$ cat config.mk
export PLATFORM = sky130hd
export DESIGN_NAME = i2cm_byte_engine
export DESIGN_NICKNAME = d
export VERILOG_FILES = /design/src/rtl/i2cm_pkg.sv /design/src/rtl/i2cm_tick.sv /design/src/rtl/i2cm_shreg.sv /design/src/rtl/i2cm_seq.sv /design/src/rtl/i2cm_byte_engine.sv
export SDC_FILE = /design/constraint.sdc
export NUM_CORES = 1
export LEC_CHECK = 0
export BUFFER_PORTS_ARGS = -buffer_cell sky130_fd_sc_hd__buf_2
export CAP_MARGIN = 25
export CORE_MARGIN = 2
export CORE_UTILIZATION = 53
export CTS_BUF_LIST = sky130_fd_sc_hd__clkbuf_4
export DETAILED_ROUTE_END_ITERATION = 16
export GPL_TIMING_DRIVEN = 1
export PLACE_DENSITY = 0.78
export SLEW_MARGIN = 30
export SYNTH_ARGS = -nofsm -noshare
export SYNTH_HDL_FRONTEND = slang
export SYNTH_SLANG_ARGS = --single-unit
export TNS_END_PERCENT = 1
$ cat constraint.sdc
create_clock -name clk -period 4.1 [get_ports clk]
set_input_delay 0 -clock clk [delete_from_list [all_inputs] [get_ports clk]]
set_output_delay 0 -clock clk [all_outputs]
set_load 0.05 [all_outputs]
$ cat src/rtl/i2cm_pkg.sv
package i2cm_pkg;
  typedef enum logic [2:0] {
    ST_IDLE,
    ST_START,
    ST_XFER,
    ST_STOP,
    ST_WAIT
  } i2cm_state_t;
endpackage

$ cat src/rtl/i2cm_tick.sv
// Free-running divider: one-cycle pulse every DIV system clocks.
module i2cm_tick #(
  parameter int DIV = 32
) (
  input  logic clk,
  input  logic rst,
  output logic tick
);
  localparam int CW = (DIV > 2) ? $clog2(DIV) : 1;
  localparam logic [CW-1:0] LAST = CW'(DIV - 1);

  logic [CW-1:0] cnt;

  always_ff @(posedge clk) begin
    if (rst) begin
      cnt  <= '0;
      tick <= 1'b0;
    end else begin
      tick <= (cnt == LAST);
      cnt  <= (cnt == LAST) ? '0 : cnt + 1'b1;
    end
  end
endmodule

$ cat src/rtl/i2cm_shreg.sv
// Byte shifter: rotates left on write, shifts the line in at bit 0 on read.
module i2cm_shreg #(
  parameter int W = 8
) (
  input  logic         clk,
  input  logic         rst,
  input  logic         load,
  input  logic [W-1:0] load_val,
  input  logic         shift,
  input  logic         dir_rd,
  input  logic         bit_in,
  output logic [W-1:0] q
);
  always_ff @(posedge clk) begin
    if (rst)        q <= '0;
    else if (load)  q <= load_val;
    else if (shift) q <= dir_rd ? {q[W-2:0], bit_in} : {q[W-2:0], q[W-1]};
  end
endmodule

$ cat src/rtl/i2cm_seq.sv
// Primitive sequencer: request accept, phase stepping, line control, completion.
module i2cm_seq
  import i2cm_pkg::*;
#(
  parameter int NBITS = 8
) (
  input  logic clk,
  input  logic rst,
  input  logic tick,
  input  logic start_n,
  input  logic xfer_n,
  input  logic stop_n,
  input  logic rd_wr,
  input  logic sda_in,
  input  logic sr_msb,
  output logic scl,
  output logic sda_out,
  output logic sda_oe_n,
  output logic ack,
  output logic done_n,
  output logic load,
  output logic shift,
  output logic dir_rd,
  output logic cap,
  output logic xfer_act
);
  localparam int SW = $clog2(NBITS + 1);
  localparam logic [SW-1:0] ACK_SLOT = SW'(NBITS);

  i2cm_state_t st;
  logic [1:0]    ph;
  logic [SW-1:0] slot;
  logic          all_high;

  assign all_high = start_n && xfer_n && stop_n;
  assign load     = (st == ST_IDLE) && start_n && !xfer_n;
  assign shift    = tick && (st == ST_XFER) && (ph == 2'd2) && (slot != ACK_SLOT);
  assign cap      = tick && (st == ST_XFER) && (ph == 2'd2) && (slot == ACK_SLOT);
  assign xfer_act = (st == ST_XFER);

  always_ff @(posedge clk) begin
    if (rst) begin
      st       <= ST_IDLE;
      ph       <= 2'd0;
      slot     <= '0;
      scl      <= 1'b1;
      sda_out  <= 1'b1;
      sda_oe_n <= 1'b1;
      ack      <= 1'b1;
      done_n   <= 1'b1;
      dir_rd   <= 1'b0;
    end else begin
      case (st)
        ST_IDLE: begin
          ph   <= 2'd0;
          slot <= '0;
          if (!start_n) st <= ST_START;
          else if (!xfer_n) begin
            st     <= ST_XFER;
            dir_rd <= rd_wr;
          end else if (!stop_n) st <= ST_STOP;
        end
        ST_START: if (tick) begin
          ph <= ph + 2'd1;
          case (ph)
            2'd0: begin sda_out <= 1'b1; sda_oe_n <= 1'b0; end
            2'd1: scl <= 1'b1;
            2'd2: sda_out <= 1'b0;
            default: begin
              scl    <= 1'b0;
              st     <= ST_WAIT;
              done_n <= 1'b0;
            end
          endcase
        end
        ST_XFER: if (tick) begin
          case (ph)
            2'd0: begin
              scl <= 1'b0;
              ph  <= 2'd1;
              if (dir_rd || slot == ACK_SLOT) begin
                sda_oe_n <= 1'b1;
                sda_out  <= 1'b1;
              end else begin
                sda_oe_n <= 1'b0;
                sda_out  <= sr_msb;
              end
            end
            2'd1: begin
              scl <= 1'b1;
              ph  <= 2'd2;
            end
            default: begin
              scl <= 1'b0;
              ph  <= 2'd0;
              if (slot == ACK_SLOT) begin
                ack    <= sda_in;
                st     <= ST_WAIT;
                done_n <= 1'b0;
              end else begin
                slot <= slot + 1'b1;
              end
            end
          endcase
        end
        ST_STOP: if (tick) begin
          ph <= ph + 2'd1;
          case (ph)
            2'd0: begin scl <= 1'b0; sda_out <= 1'b0; sda_oe_n <= 1'b0; end
            2'd1: scl <= 1'b1;
            default: begin
              sda_out  <= 1'b1;
              sda_oe_n <= 1'b1;
              st       <= ST_WAIT;
              done_n   <= 1'b0;
            end
          endcase
        end
        default: begin
          if (all_high) begin
            done_n <= 1'b1;
            st     <= ST_IDLE;
          end
        end
      endcase
    end
  end
endmodule

$ cat src/rtl/i2cm_byte_engine.sv
module i2cm_byte_engine #(
  parameter int DIV   = 32,
  parameter int NBITS = 8
) (
  input  logic             clk,
  input  logic             rst,
  input  logic             start_n,
  input  logic             xfer_n,
  input  logic             stop_n,
  input  logic             rd_wr,
  input  logic [NBITS-1:0] wr_data,
  input  logic             sda_in,
  output logic [NBITS-1:0] rd_data,
  output logic             ack,
  output logic             done_n,
  output logic             scl,
  output logic             sda_out,
  output logic             sda_oe_n
);
  logic             tick;
  logic             load;
  logic             shift;
  logic             dir_rd;
  logic             cap;
  logic             xfer_act;
  logic [NBITS-1:0] sr_q;

  i2cm_tick #(.DIV(DIV)) tick_i (
    .clk(clk), .rst(rst), .tick(tick)
  );

  i2cm_shreg #(.W(NBITS)) shreg_i (
    .clk(clk), .rst(rst), .load(load), .load_val(wr_data),
    .shift(shift), .dir_rd(dir_rd), .bit_in(sda_in), .q(sr_q)
  );

  i2cm_seq #(.NBITS(NBITS)) seq_i (
    .clk(clk), .rst(rst), .tick(tick),
    .start_n(start_n), .xfer_n(xfer_n), .stop_n(stop_n), .rd_wr(rd_wr),
    .sda_in(sda_in), .sr_msb(sr_q[NBITS-1]),
    .scl(scl), .sda_out(sda_out), .sda_oe_n(sda_oe_n), .ack(ack),
    .done_n(done_n), .load(load), .shift(shift), .dir_rd(dir_rd),
    .cap(cap), .xfer_act(xfer_act)
  );

  always_ff @(posedge clk) begin
    if (rst)                rd_data <= '0;
    else if (cap && dir_rd) rd_data <= sr_q;
  end
endmodule

==> results of run 1 <==
synthesized netlist by cell type, types with 2 or more instances:
master    count  area share
nand4_1       2      0.0067
inv_1        10       0.020
nand3_1      11       0.029
a311oi_1      2      0.0093
a31oi_1       2      0.0067
a21oi_1       7       0.019
mux2i_1      12       0.064
nor3_1       10       0.027
nor2b_1       4       0.013
nand2_1      12       0.024
o21ai_0       6       0.016
nand2b_1      4       0.013
clkbuf_1      4      0.0080
dfxtp_1      37        0.39
buf_2         4       0.011
nor3b_1       2      0.0080
ha_1          9       0.060
nor2_1       21       0.042
a221oi_1      2      0.0093
o31ai_1       2      0.0080
xor2_1        2      0.0093
o22ai_1       4       0.013
a22oi_1       3       0.012
and3_1        2      0.0067
a211oi_1      4       0.016
metrics by stage:
step / total power [mW] / hold slack, ps / util
finish: 0.984 / 87.0 / 0.650
global route: 1.06 / 124 / 0.650
CTS: 0.987 / 74.7 / 0.650
detailed placement: 0.788 / 244 / 0.598
global placement: 0.783 / 234 / 0.598
floorplan: 0.734 / 125 / -
kinds of logic (layout without fill, tap and decap cells):
kind of cell | Yosys count | count (layout) | synth area share
adder cells (fa/ha/maj) | 9 | 9 | 0.0600
buffers and inverters | 21 | 57 | 0.0513
AND/OR/NAND/NOR | 81 | 81 | 0.251
flip-flops | 37 | 37 | 0.395
AO/OA/AOI/OAI | 43 | 43 | 0.165
multiplexers | 12 | 12 | 0.0640
XOR/XNOR | 3 | 3 | 0.0140
worst register-to-register path: stages (launching register included):
cell and delay, ps:
dfxtp_1 360, inv_1 120, ha_1 280, nand3_1 150, nor4_4 620, mux2i_1 280, nor2_1 60
worst max path at each step:
stage	slack [ps]	start	cells after the start	end
after floorplan	2320	seq_i.ph[0]$_SDFFE_PP0P_	6	seq_i.scl$_SDFFE_PP1P_
after global placement	2160	seq_i.ph[0]$_SDFFE_PP0P_	6	rd_data[7]$_SDFFE_PP0P_
after detailed placement	2130	seq_i.ph[0]$_SDFFE_PP0P_	6	seq_i.slot[3]$_SDFFE_PP0P_
after CTS	2120	seq_i.ph[0]$_SDFFE_PP0P_	6	seq_i.slot[3]$_SDFFE_PP0P_
after global routing	1950	seq_i.ph[0]$_SDFFE_PP0P_	6	rd_data[2]$_SDFFE_PP0P_
final	2110	seq_i.ph[0]$_SDFFE_PP0P_	6	rd_data[3]$_SDFFE_PP0P_
cell type report:
type	count	area [um^2]
repair buffers	39	255
clock inverters	3	17.5
inverters	10	37.5
flip-flops and latches	37	741
fillers	301	1180
multi-input cells	148	1040
well taps	46	57.6
clock buffers	5	37.5
registers in the layout (all words and copies together) (netlist names), 2 cells and up:
name	count
seq_i.slot	4
seq_i.st	3
seq_i.ph	2
tick_i.cnt	5
rd_data	8
shreg_i.q	8
what timing repair did:
| item | CTS | global route |
|---|---|---|
| setup endpoints to repair | 0 | 0 |
| hold endpoints to repair | 12 | 0 |
| hold buffers | 12 | 0 |
layer usage:
metal / vias up / wire (um) / share of wire / GRT usage
met3: 7 / 211 / 0.051 / 0.0500
met1: 759 / 1860 / 0.45 / 0.283
li1: 812 / - / - / -
met5: - / 0 / 0 / 0
met4: 0 / 71 / 0.017 / 0.120
met2: 41 / 2030 / 0.49 / 0.382
power by group:
part	switching, mW	internal, mW	total [mW]
Combinational	0.182	0.135	0.317
Sequential	0.0772	0.398	0.476
Clock	0.128	0.0645	0.192
Total	0.387	0.598	0.984
==> impl_results.rst, run 1 <==
.. list-table::
   :header-rows: 1

   * - Metric
     - Value
   * - Antenna violations before repair
     - 0
   * - Cells traversed along the worst timing path
     - inv_1 > ha_1 > nand3_1 > nor4_4 > mux2i_1 > nor2_1
   * - Summed instance area of the synthesized netlist
     - 0.00188 mm^2
   * - Highest-delay cell along the critical path
     - nor4_4
   * - GRT Util Overall
     - 0.232
   * - Count of standard-cell rows
     - 21
   * - Worst IR Drop VDD
     - 0.313 mV
   * - # Post-CTS Setup Buffers
     - 0
   * - Clk Tree Root Cell
     - clkbuf_4
   * - Async set-reset flop share out of synthesis
     - 0
   * - # DRC
     - 0
   * - Die Span Y
     - 63.5 um
   * - Pre-CTS worst setup slack
     - 2130 ps
   * - Largest net degree at the start of global routing
     - 37
   * - Number of port buffers
     - 27
   * - Starting Density
     - 0.558
   * - Classification of the worst-slack hold path
     - in -> reg
   * - Number of pins with negative max-slew slack in the final report
     - 0
   * - End of the worst register-to-register path
     - rd_data[3]$_SDFFE_PP0P_
   * - Net count after synthesis
     - 230
   * - Final Hold Viols
     - 0
   * - Number of flops mapped to enable cells by yosys
     - 0
   * - Maximum clock rate
     - 504 MHz
   * - Headroom to the max-slew limit
     - 0.466
   * - Total number of nets in the final design
     - 265
   * - Drt total wl
     - 4.18 mm
   * - Required time of the critical path
     - 4340 ps
   * - Number of nets with antenna violations after detailed routing
     - 0
   * - Final critical-path required period
     - 1990 ps
   * - Final non-filler cell total
     - 288
   * - Fraction of the yosys area taken by sequential cells
     - 0.395
   * - Prevailing post-synth register cell
     - dfxtp_1
   * - Leak pwr
     - 0.862 nW
   * - Length of the first detailed-routing pass in iterations
     - 4
   * - Tightest Pin Transition
     - 795 ps
   * - Worst hold path endpoint
     - seq_i.st[0]$_SDFFE_PP0P_
   * - Setup Total Neg Slack
     - 0 ps
   * - #FFs+latches synth
     - 37
   * - Core region area
     - 0.00336 mm^2
   * - Startpoint of the tightest hold check path
     - xfer_n
   * - Run status
     - finished clean
   * - Setup violations, final
     - 0
   * - Latest clock arrival within the worst-skew pair
     - 360 ps
   * - Wire length of the first global-routing pass
     - 7.25 mm
   * - Unrepaired setup endpoints after global routing
     - false
   * - CTS tree
     - done
   * - Sum of buffers and inverters on the critical path
     - 1
   * - Fraction of layout instances using a drive strength above 1
     - 0.186
   * - Final critical-path share of the clock period
     - 0.484
   * - Wirelength per Cell
     - 14.5 um
   * - Total congestion overflow after global routing
     - 0
   * - Critical path's largest stage delay
     - 620 ps
   * - Post_cts resized
     - 0
   * - Worst-case register-to-register setup slack
     - 2110 ps
   * - Depth of the most critical reg-to-reg path
     - 6
   * - Overall die area
     - 0.00403 mm^2
   * - Critical path's top delay family
     - simple AND/OR/NAND/NOR gates
   * - Die width
     - 63.5 um
   * - WP data arrival
     - 2230 ps
   * - Total I/O pin count
     - 28
   * - Synth unique cells
     - 53
   * - Half-perimeter wire length of the detailed placement result
     - 2.79 mm
   * - Most common cell after layout, fill and taps aside
     - dfxtp_1
   * - Count of max-cap constraint violations
     - 0
   * - Clock tree sinks
     - 37
   * - Final Wtd Congestion
     - 0.824
   * - CTS clock-pin slew for the worst setup and hold paths
     - 110 ps
   * - Final instance area
     - 0.00219 mm^2
   * - Vias in the first global route
     - 1590
   * - Post-route setup slack
     - 2110 ps
   * - Worst-path maximum fanout
     - 8
   * - Relative area change from synthesis to final layout
     - 16.5%
   * - Nature of the critical path startpoint
     - register
   * - N_diodes
     - 0
   * - Number of H-tree branching levels
     - 2
   * - Setup Skew
     - 11.0 ps
   * - Cells after Synth
     - 206
   * - Total cell area at the placement stage
     - 0.00201 mm^2
   * - Total placed cells including tap cells
     - 268
   * - Yosys warning total
     - 0
   * - Worst hold stages
     - 5
   * - Pwr Density
     - 450 mW/mm^2
   * - Most frequent cells in the layout
     - 37 x dfxtp_1, 27 x buf_2, 21 x nor2_1
   * - Maximum root-to-sink buffer count
     - 2
   * - Average cell area after synthesis
     - 9.11 um^2
   * - Iteration-0 DRC Markers
     - 123
   * - Worst setup EP type
     - register
   * - Via count of the routed design
     - 1619
   * - RR Startpoint
     - seq_i.ph[0]$_SDFFE_PP0P_
   * - Routed via count divided by cell count
     - 5.62
   * - Critical Setup Path Class
     - reg -> reg
   * - TritonCTS Buffers
     - 5
(Power assumes the default switching activity.)
==> inputs of run 2 (changes only) <==
--- a/config.mk
+++ b/config.mk
@@ -5,6 +5,7 @@
 export SDC_FILE = /design/constraint.sdc
 export NUM_CORES = 1
 export LEC_CHECK = 0
+export ABC_AREA = 1
 export BUFFER_PORTS_ARGS = -buffer_cell sky130_fd_sc_hd__buf_2
 export CAP_MARGIN = 25
 export CORE_MARGIN = 2
@@ -12,7 +13,7 @@
 export CTS_BUF_LIST = sky130_fd_sc_hd__clkbuf_4
 export DETAILED_ROUTE_END_ITERATION = 16
 export GPL_TIMING_DRIVEN = 1
-export PLACE_DENSITY = 0.78
+export PLACE_DENSITY = 0.8
 export SLEW_MARGIN = 30
 export SYNTH_ARGS = -nofsm -noshare
 export SYNTH_HDL_FRONTEND = slang
==> constraint.sdc (replaced) <==
create_clock -name clk -period 1.79 [get_ports clk]
set_input_delay 0 -clock clk [delete_from_list [all_inputs] [get_ports clk]]
set_output_delay 0 -clock clk [all_outputs]
set_load 0.05 [all_outputs]
==> impl_results.rst, run 2 <==
.. list-table::
   :header-rows: 1

   * - Metric
     - Value
   * - Run status
     - finished clean
   * - Average cell area after synthesis
     - 6.93 um^2 (-24%)
   * - Yosys warning total
     - 0 (unchanged)
   * - Critical path's largest stage delay
     - 400 ps (-220 ps)
   * - Cells after Synth
     - 294 (+43%)
   * - Clock share of power
     - 0.172 (-0.023)
   * - # Post-CTS Setup Buffers
     - 0 (unchanged)
   * - Most frequent cells in the layout
     - 81 x nand2_1, 45 x nor2_1, 36 x dfxtp_1
   * - Setup violations, final
     - 0 (unchanged)
   * - Max Used Layer
     - met4
   * - Worst hold path endpoint
     - seq_i.st[1]$_SDFFE_PP0P_
   * - Startpoint of the tightest hold check path
     - start_n
   * - Nature of the critical path startpoint
     - register
   * - Total number of nets in the final design
     - 359 (+35%)
   * - Number of pins with negative max-slew slack in the final report
     - 0 (unchanged)
   * - Register area
     - 742 um^2 (+0.17%)
   * - Iteration-0 DRC Markers
     - 126 (+2.4%)
   * - Depth of the most critical reg-to-reg path
     - 10 (+4)
   * - Dominant cells by area after synthesis
     - dfxtp_1 36%, nand2_1 15%, nor2_1 8.5%
   * - Antenna violations before repair
     - 0 (unchanged)
   * - Count of standard-cell rows
     - 22 (+4.8%)
   * - Number of nets with antenna violations after detailed routing
     - 0 (unchanged)
   * - Via count of the routed design
     - 1922 (+19%)
   * - End of the worst register-to-register path
     - seq_i.done_n$_SDFFE_PP1P_
   * - Part of the power in combinational logic
     - 0.424 (+0.102)
   * - Simple-gate portion of the synthesized area
     - 0.401 (+0.151)
   * - WP data arrival
     - 1830 ps (-400 ps)
   * - CTS clock-pin slew for the worst setup and hold paths
     - 120 ps (about the same)
   * - Async set-reset flop share out of synthesis
     - 0 (unchanged)
   * - Final Wtd Congestion
     - 0.894 (+8.5%)
   * - Critical Setup Path Class
     - reg -> reg
   * - Share of the synthesized area in the top cell type
     - 0.363 (-0.0313)
   * - N_diodes
     - 0 (unchanged)
   * - Maximum root-to-sink buffer count
     - 2 (unchanged)
   * - P_sw
     - 1.09 mW (+180%)
   * - Vias in the first global route
     - 1881 (+18%)
   * - Core region area
     - 0.00369 mm^2 (+9.7%)
   * - Worst IR Drop VDD
     - 0.648 mV (+110%)
   * - TritonCTS Buffers
     - 5 (unchanged)
   * - Prevailing post-synth register cell
     - dfxtp_1
   * - Worst-path maximum fanout
     - 4 (-4)
   * - Number of flops mapped to enable cells by yosys
     - 0 (unchanged)
   * - Overall die area
     - 0.00436 mm^2 (+8.1%)
   * - Final critical-path share of the clock period
     - 0.881 (+0.397)
   * - Die width
     - 66.0 um (+4.0%)
   * - Worst setup EP type
     - register
   * - Met1 Wirelength
     - 2.04 mm (+9.3%)
   * - FILL cells
     - 348 (+16%)
   * - Post-synthesis compound-gate area fraction
     - 0.0884 (-0.0769)
   * - # DRC
     - 0 (unchanged)
   * - Classification of the worst-slack hold path
     - in -> reg
   * - Synth unique cells
     - 30 (-43%)
   * - Worst-case register-to-register setup slack
     - 210 ps (-1900 ps)
   * - Largest registers ranked by flip-flop count
     - rd_data (8), shreg_i.q (8), tick_i.cnt (5)
   * - Largest area contributor in the netlist
     - dfxtp_1
   * - Dominant combinational cell family by area after synthesis
     - simple AND/OR/NAND/NOR gates
   * - #FFs+latches synth
     - 37 (unchanged)
   * - Cells traversed along the worst timing path
     - inv_1 > ha_1 > nor2_4 > inv_1 > o21ai_0 > nand2_1 > nor2_1 > nand2_1 > nand2_1 > nand3_1
   * - Unrepaired setup endpoints after global routing
     - false
   * - Final Hold Viols
     - 0 (unchanged)
   * - Net count after synthesis
     - 318 (+38%)
   * - Most common cell after layout, fill and taps aside
     - nand2_1
   * - Die Span Y
     - 66.0 um (+4.0%)
   * - Total I/O pin count
     - 28 (unchanged)
   * - Relative area change from synthesis to final layout
     - 16.3%
   * - Synth Area in Adders
     - 0.0552 (-0.00475)
   * - Final critical-path required period
     - 1580 ps (-409 ps)
   * - Leading cell types by count after synthesis
     - 81 x nand2_1, 46 x nor2_1, 37 x dfxtp_1
   * - Clk Tree Root Cell
     - clkbuf_4
   * - Required time of the critical path
     - 2040 ps (-2300 ps)
   * - Net Sw Frac
     - 0.442 (+0.0490)
   * - Setup Skew
     - 8.57 ps (-2.39 ps)
   * - Tightest Pin Transition
     - 476 ps (-319 ps)
   * - Met3 WL
     - 250 um (+18%)
   * - Fraction of the yosys area taken by sequential cells
     - 0.363 (-0.0313)
   * - GRT Util Overall
     - 0.231 (-0.000459)
   * - Pwr Density
     - 1040 mW/mm^2 (+130%)
   * - Number of H-tree branching levels
     - 2 (unchanged)
   * - Total congestion overflow after global routing
     - 0 (unchanged)
   * - Multiplexer area fraction after synthesis
     - 0 (-0.0640)
   * - RR Startpoint
     - seq_i.ph[1]$_SDFFE_PP0P_
   * - Headroom to the max-slew limit
     - 0.680 (+0.214)
   * - Number of port buffers
     - 27 (unchanged)
   * - Latest clock arrival within the worst-skew pair
     - 350 ps (about the same)
   * - Clock tree sinks
     - 37 (unchanged)
   * - Post-route setup slack
     - 213 ps (-1900 ps)
   * - Internal power contribution
     - 1.38 mW (+130%)
   * - Wirelength per Cell
     - 11.5 um (-21%)
   * - Setup Total Neg Slack
     - 0 ps (unchanged)
   * - Utilization of the core after routing
     - 0.643 (-0.00712)
   * - Pre-CTS worst setup slack
     - 137 ps (-1990 ps)
   * - Count of max-cap constraint violations
     - 0 (unchanged)
   * - Leak pwr
     - 1.16 nW (+34%)
   * - Leading cell type by number of instances after synthesis
     - nand2_1
   * - Length of the first detailed-routing pass in iterations
     - 5 (+1)
   * - Largest net degree at the start of global routing
     - 19 (-49%)
   * - Highest-delay cell along the critical path
     - dfxtp_1
   * - Parity-gate share of the synthesized area counting xor and xnor cells
     - 0.00859 (-0.00541)
   * - CTS tree
     - done
   * - Library cell appearing most often on the critical path
     - nand2_1
   * - Routed wire length on met2
     - 2.04 mm (+0.64%)
   * - Area of the multi-input gates
     - 0.00114 mm^2 (+10%)
   * - Drt total wl
     - 4.40 mm (+5.3%)
   * - Maximum clock rate
     - 634 MHz (+26%)
   * - Fraction of layout instances using a drive strength above 1
     - 0.179 (-0.00685)
   * - Summed instance area of the synthesized netlist
     - 0.00204 mm^2 (+8.6%)
   * - Starting Density
     - 0.553 (-0.00546)
   * - Sequential Power Share
     - 0.404 (-0.079)
   * - Worst hold stages
     - 5 (unchanged)
   * - Wire length of the first global-routing pass
     - 7.73 mm (+6.7%)
   * - Routed via count divided by cell count
     - 5.02 (-11%)
   * - Half-perimeter wire length of the detailed placement result
     - 3.00 mm (+7.6%)
==> run 2: routing by layer <==
layer / vias up / GRT usage
met5: - / 0
met3: 9 / 0.0681
met2: 47 / 0.376
met4: 0 / 0.0867
met1: 855 / 0.289
li1: 1011 / -
==> run 2: worst max path at each step <==
stage                              from                        end  slack (ps)  depth (start not counted)
3_3_place_gp   seq_i.ph[0]$_SDFFE_PP0P_  seq_i.done_n$_SDFFE_PP1P_         210                         10
5_1_grt        seq_i.ph[1]$_SDFFE_PP0P_  seq_i.done_n$_SDFFE_PP1P_          40                         10
4_1_cts        seq_i.ph[1]$_SDFFE_PP0P_  seq_i.done_n$_SDFFE_PP1P_         120                         10
3_5_place_dp   seq_i.ph[1]$_SDFFE_PP0P_  seq_i.done_n$_SDFFE_PP1P_         140                         10
2_1_floorplan  seq_i.ph[0]$_SDFFE_PP0P_  seq_i.done_n$_SDFFE_PP1P_         300                         10
6_report       seq_i.ph[1]$_SDFFE_PP0P_  seq_i.done_n$_SDFFE_PP1P_         210                         10
==> run 2: logic make-up (layout without fill, tap and decap cells) <==
group	count (synthesis)	in the layout
and+or+nand+nor	176	176
buffers and inverters	38	79
DFF	37	37
AOI/OAI and AO/OA	32	32
adders and majority gates	9	9
xor gates and xnor gates	2	2
==> run 2: final cells by class <==
cell class                      count  area share
Tap cell                           48      0.0253
Sequential cell                    37       0.313
Clock inverter                      2     0.00475
Clock buffer                        5      0.0158
Multi-Input combinational cell    219       0.482
Inverter                           33      0.0522
Timing Repair Buffer               39       0.107
==> run 2: worst max-delay path, delay by kind of cell, from the launching register on <==
kind / cells / cell delay, ps
DFF: 1 / 400
buffers and inverters: 2 / 180
adders and majority gates: 1 / 250
AOI/OAI and AO/OA: 1 / 160
and+or+nand+nor: 6 / 500
==> run 2: metrics by stage <==
step	total power, mW	area (um^2)	instances	hold WS, ps
6_report	2.47	2370	383	48.5
5_1_grt	2.68	2370	383	116
4_1_cts	2.42	2350	383	52.9
3_5_place_dp	1.99	2200	365	293
3_3_place_gp	1.96	2200	365	289
2_1_floorplan	1.80	2040	294	99.7
==> run 2: power groups by stage <==
stage	Sequential (mW)	Combinational, mW	Clock [mW]
6_report	0.998	1.05	0.425
3_5_place_dp	1.01	0.978	0
5_1_grt	1.01	1.20	0.469
4_1_cts	0.992	0.999	0.432
3_3_place_gp	1.01	0.956	0
2_1_floorplan	1.01	0.794	0
==> run 2: repair_timing <==
item	4_1_cts	5_1_grt
gates resized for setup	0	5
hold endpoints to repair	14	0
hold buffers	11	0
setup endpoints to repair	0	4
==> inputs of run 3 (changes only) <==
--- a/config.mk
+++ b/config.mk
@@ -6,14 +6,14 @@
 export NUM_CORES = 1
 export LEC_CHECK = 0
 export ABC_AREA = 1
-export BUFFER_PORTS_ARGS = -buffer_cell sky130_fd_sc_hd__buf_2
 export CAP_MARGIN = 25
 export CORE_MARGIN = 2
 export CORE_UTILIZATION = 53
 export CTS_BUF_LIST = sky130_fd_sc_hd__clkbuf_4
 export DETAILED_ROUTE_END_ITERATION = 16
+export DONT_BUFFER_PORTS = 1
 export GPL_TIMING_DRIVEN = 1
-export PLACE_DENSITY = 0.8
+export PLACE_DENSITY = 0.74
 export SLEW_MARGIN = 30
 export SYNTH_ARGS = -nofsm -noshare
 export SYNTH_HDL_FRONTEND = slang
==> impl_results.rst, run 3 (synthesized netlist as in run 2, its figures left out) <==
.. list-table::
   :header-rows: 1

   * - Metric
     - Value
   * - Maximum root-to-sink buffer count
     - 2 (unchanged)
   * - Largest registers ranked by flip-flop count
     - rd_data (8), shreg_i.q (8), tick_i.cnt (5)
   * - Depth of the critical timing path with buffers and inverters included
     - 10 (unchanged)
   * - Overall die area
     - 0.00436 mm^2 (unchanged)
   * - WP data arrival
     - 1840 ps (about the same)
   * - Worst hold stages
     - 4 (-1)
   * - FILL cells
     - 359 (+3.2%)
   * - # Post-CTS Setup Buffers
     - 0 (unchanged)
   * - Total congestion overflow after global routing
     - 0 (unchanged)
   * - Number of nets with antenna violations after detailed routing
     - 0 (unchanged)
   * - Count of max-cap constraint violations
     - 0 (unchanged)
   * - Critical Setup Path Class
     - reg -> reg
   * - GRT Util Overall
     - 0.225 (-0.00650)
   * - Total placed cells including tap cells
     - 350 (-4.1%)
   * - CTS clock-pin slew for the worst setup and hold paths
     - 110 ps (about the same)
   * - Setup violations, final
     - 0 (unchanged)
   * - Setup Skew
     - 10.9 ps (+2.33 ps)
   * - Depth of the most critical reg-to-reg path
     - 10 (unchanged)
   * - Latest clock arrival within the worst-skew pair
     - 350 ps (about the same)
   * - Clock tree sinks
     - 37 (unchanged)
   * - Total Power Consumption
     - 2.46 mW (-0.41%)
   * - Tightest Pin Transition
     - 510 ps (+33.9 ps)
   * - Number of port buffers
     - 0 (-100%)
   * - Nature of the critical path startpoint
     - register
   * - Die Span Y
     - 66.0 um (unchanged)
   * - Worst-path maximum fanout
     - 4 (unchanged)
   * - Final critical-path required period
     - 1600 ps (+18.7 ps)
   * - Critical path's top delay family
     - simple AND/OR/NAND/NOR gates
   * - Clk Tree Root Cell
     - clkbuf_4
   * - Highest-delay cell along the critical path
     - dfxtp_2
   * - Half-perimeter wire length of the detailed placement result
     - 3.12 mm (+3.7%)
   * - Fraction of layout instances using a drive strength above 1
     - 0.140 (-0.0394)
   * - Final instance area
     - 0.00233 mm^2 (-1.5%)
   * - Starting Density
     - 0.553 (unchanged)
   * - Maximum clock rate
     - 627 MHz (-1.2%)
   * - Final critical-path share of the clock period
     - 0.891 (+0.0105)
   * - Vias in the first global route
     - 1726 (-8.2%)
   * - Pwr Density
     - 1050 mW/mm^2 (+1.1%)
   * - Setup Total Neg Slack
     - 0 ps (unchanged)
   * - Antenna violations before repair
     - 0 (unchanged)
   * - Worst IR Drop VDD
     - 0.564 mV (-13%)
   * - N_diodes
     - 0 (unchanged)
   * - Unrepaired setup endpoints after global routing
     - false
   * - Final non-filler cell total
     - 370 (-3.4%)
   * - Iteration-0 DRC Markers
     - 73 (-42%)
   * - Headroom to the max-slew limit
     - 0.657 (-0.0237)
   * - Worst setup EP type
     - register
   * - # DRC
     - 0 (unchanged)
   * - Total cell area at the placement stage
     - 0.00215 mm^2 (-2.1%)
   * - Hold slack final
     - 17.0 ps (-31.5 ps)
   * - Die width
     - 66.0 um (unchanged)
   * - Via count of the routed design
     - 1895 (-1.4%)
   * - Wire length of the first global-routing pass
     - 7.44 mm (-3.8%)
   * - Classification of the worst-slack hold path
     - in -> reg
   * - Core region area
     - 0.00369 mm^2 (unchanged)
   * - TritonCTS Buffers
     - 5 (unchanged)
   * - Critical path's largest stage delay
     - 380 ps (-20 ps)
   * - Most common cell after layout, fill and taps aside
     - nand2_1
   * - Number of pins with negative max-slew slack in the final report
     - 0 (unchanged)
   * - Routed via count divided by cell count
     - 5.12 (+2.1%)
   * - Required time of the critical path
     - 2030 ps (about the same)
   * - Final Hold Viols
     - 0 (unchanged)
   * - Largest net degree at the start of global routing
     - 19 (unchanged)
   * - Length of the first detailed-routing pass in iterations
     - 4 (-1)
   * - Total number of nets in the final design
     - 345 (-3.9%)
   * - Library cell appearing most often on the critical path
     - nand2_1
   * - Drt total wl
     - 4.39 mm (about the same)
   * - Total I/O pin count
     - 28 (unchanged)
   * - Number of H-tree branching levels
     - 2 (unchanged)
   * - Final Wtd Congestion
     - 0.957 (+7.0%)
   * - Sum of buffers and inverters on the critical path
     - 2 (unchanged)
   * - Cells traversed along the worst timing path
     - inv_1 > ha_1 > nor2_2 > inv_1 > o21ai_0 > nand2_1 > nor2_1 > nand2_1 > nand2_1 > nand3_1
   * - Count of standard-cell rows
     - 22 (unchanged)
   * - Run status
     - finished clean
   * - CTS tree
     - done
   * - Relative area change from synthesis to final layout
     - 14.5%
   * - Wirelength per Cell
     - 11.9 um (+3.4%)
   * - Most frequent cells in the layout
     - 81 x nand2_1, 45 x nor2_1, 35 x dfxtp_1
   * - Leak pwr
     - 1.12 nW (-3.5%)
## run 3: changes by cell type in the layout (fill, tap and decap cells not counted), sizes merged
cell         before  now
clkinv            1    2
buf              28   13
clkinvlp          1    0
inv              33   34
dlygate4sd3      11   12
## run 3: final timing paths
| check | from | end | slack, ps |
|---|---|---|---|
| hold / removal | xfer_n | seq_i.st[0]$_SDFFE_PP0P_ | 20 |
| setup / recovery | seq_i.ph[0]$_SDFFE_PP0P_ | seq_i.done_n$_SDFFE_PP1P_ | 190 |
| setup reg to reg | seq_i.ph[0]$_SDFFE_PP0P_ | seq_i.done_n$_SDFFE_PP1P_ | 190 |
| hold reg to reg | tick_i.cnt[0]$_SDFF_PP0_ | tick_i.cnt[0]$_SDFF_PP0_ | 460 |
## run 3: final cells by class
| cell class | count | area, um^2 | area share |
|---|---|---|---|
| multi-input combinational | 219 | 1140 | 0.487 |
| sequential | 37 | 743 | 0.318 |
| timing repair buffer | 25 | 218 | 0.0932 |
| inverter | 33 | 124 | 0.0531 |
| tap | 48 | 60.1 | 0.0257 |
| clock buffer | 5 | 37.5 | 0.0161 |
| clock inverter | 3 | 16.3 | 0.00697 |
## run 3: report_power, final
part           internal (mW)  switching (mW)  total (mW)
Sequential             0.903          0.0950       0.998
Clock                  0.150           0.297       0.447
Combinational          0.321           0.693        1.01
## run 3: tightest hold or removal path: stages
cell,delay (ps)
nor2_1,60
nor2_1,130
nor2_1,60
nor2_1,80
## run 3: per-layer routing
| layer | GRT usage | wire, um | up-vias |
|---|---|---|---|
| met5 | 0 | 0 | - |
| met3 | 0.0596 | 188 | 6 |
| met1 | 0.286 | 2130 | 862 |
| met4 | 0.0816 | 68 | 0 |
| li1 | - | - | 985 |
| met2 | 0.366 | 2010 | 42 |
## run 3: what timing repair did
item | 4_1_cts | 5_1_grt
hold buffers | 12 | 0
hold endpoints to repair | 21 | 0
setup endpoints to repair | 0 | 2
gates resized for setup | 0 | 4
## run 3: stage by stage
stage                     setup slack [ps]   util
after floorplan                        298      -
after global placement                 187  0.583
after detailed placement               113  0.583
after CTS                             88.4  0.630
after global routing                  44.2  0.633
final                                  194  0.633
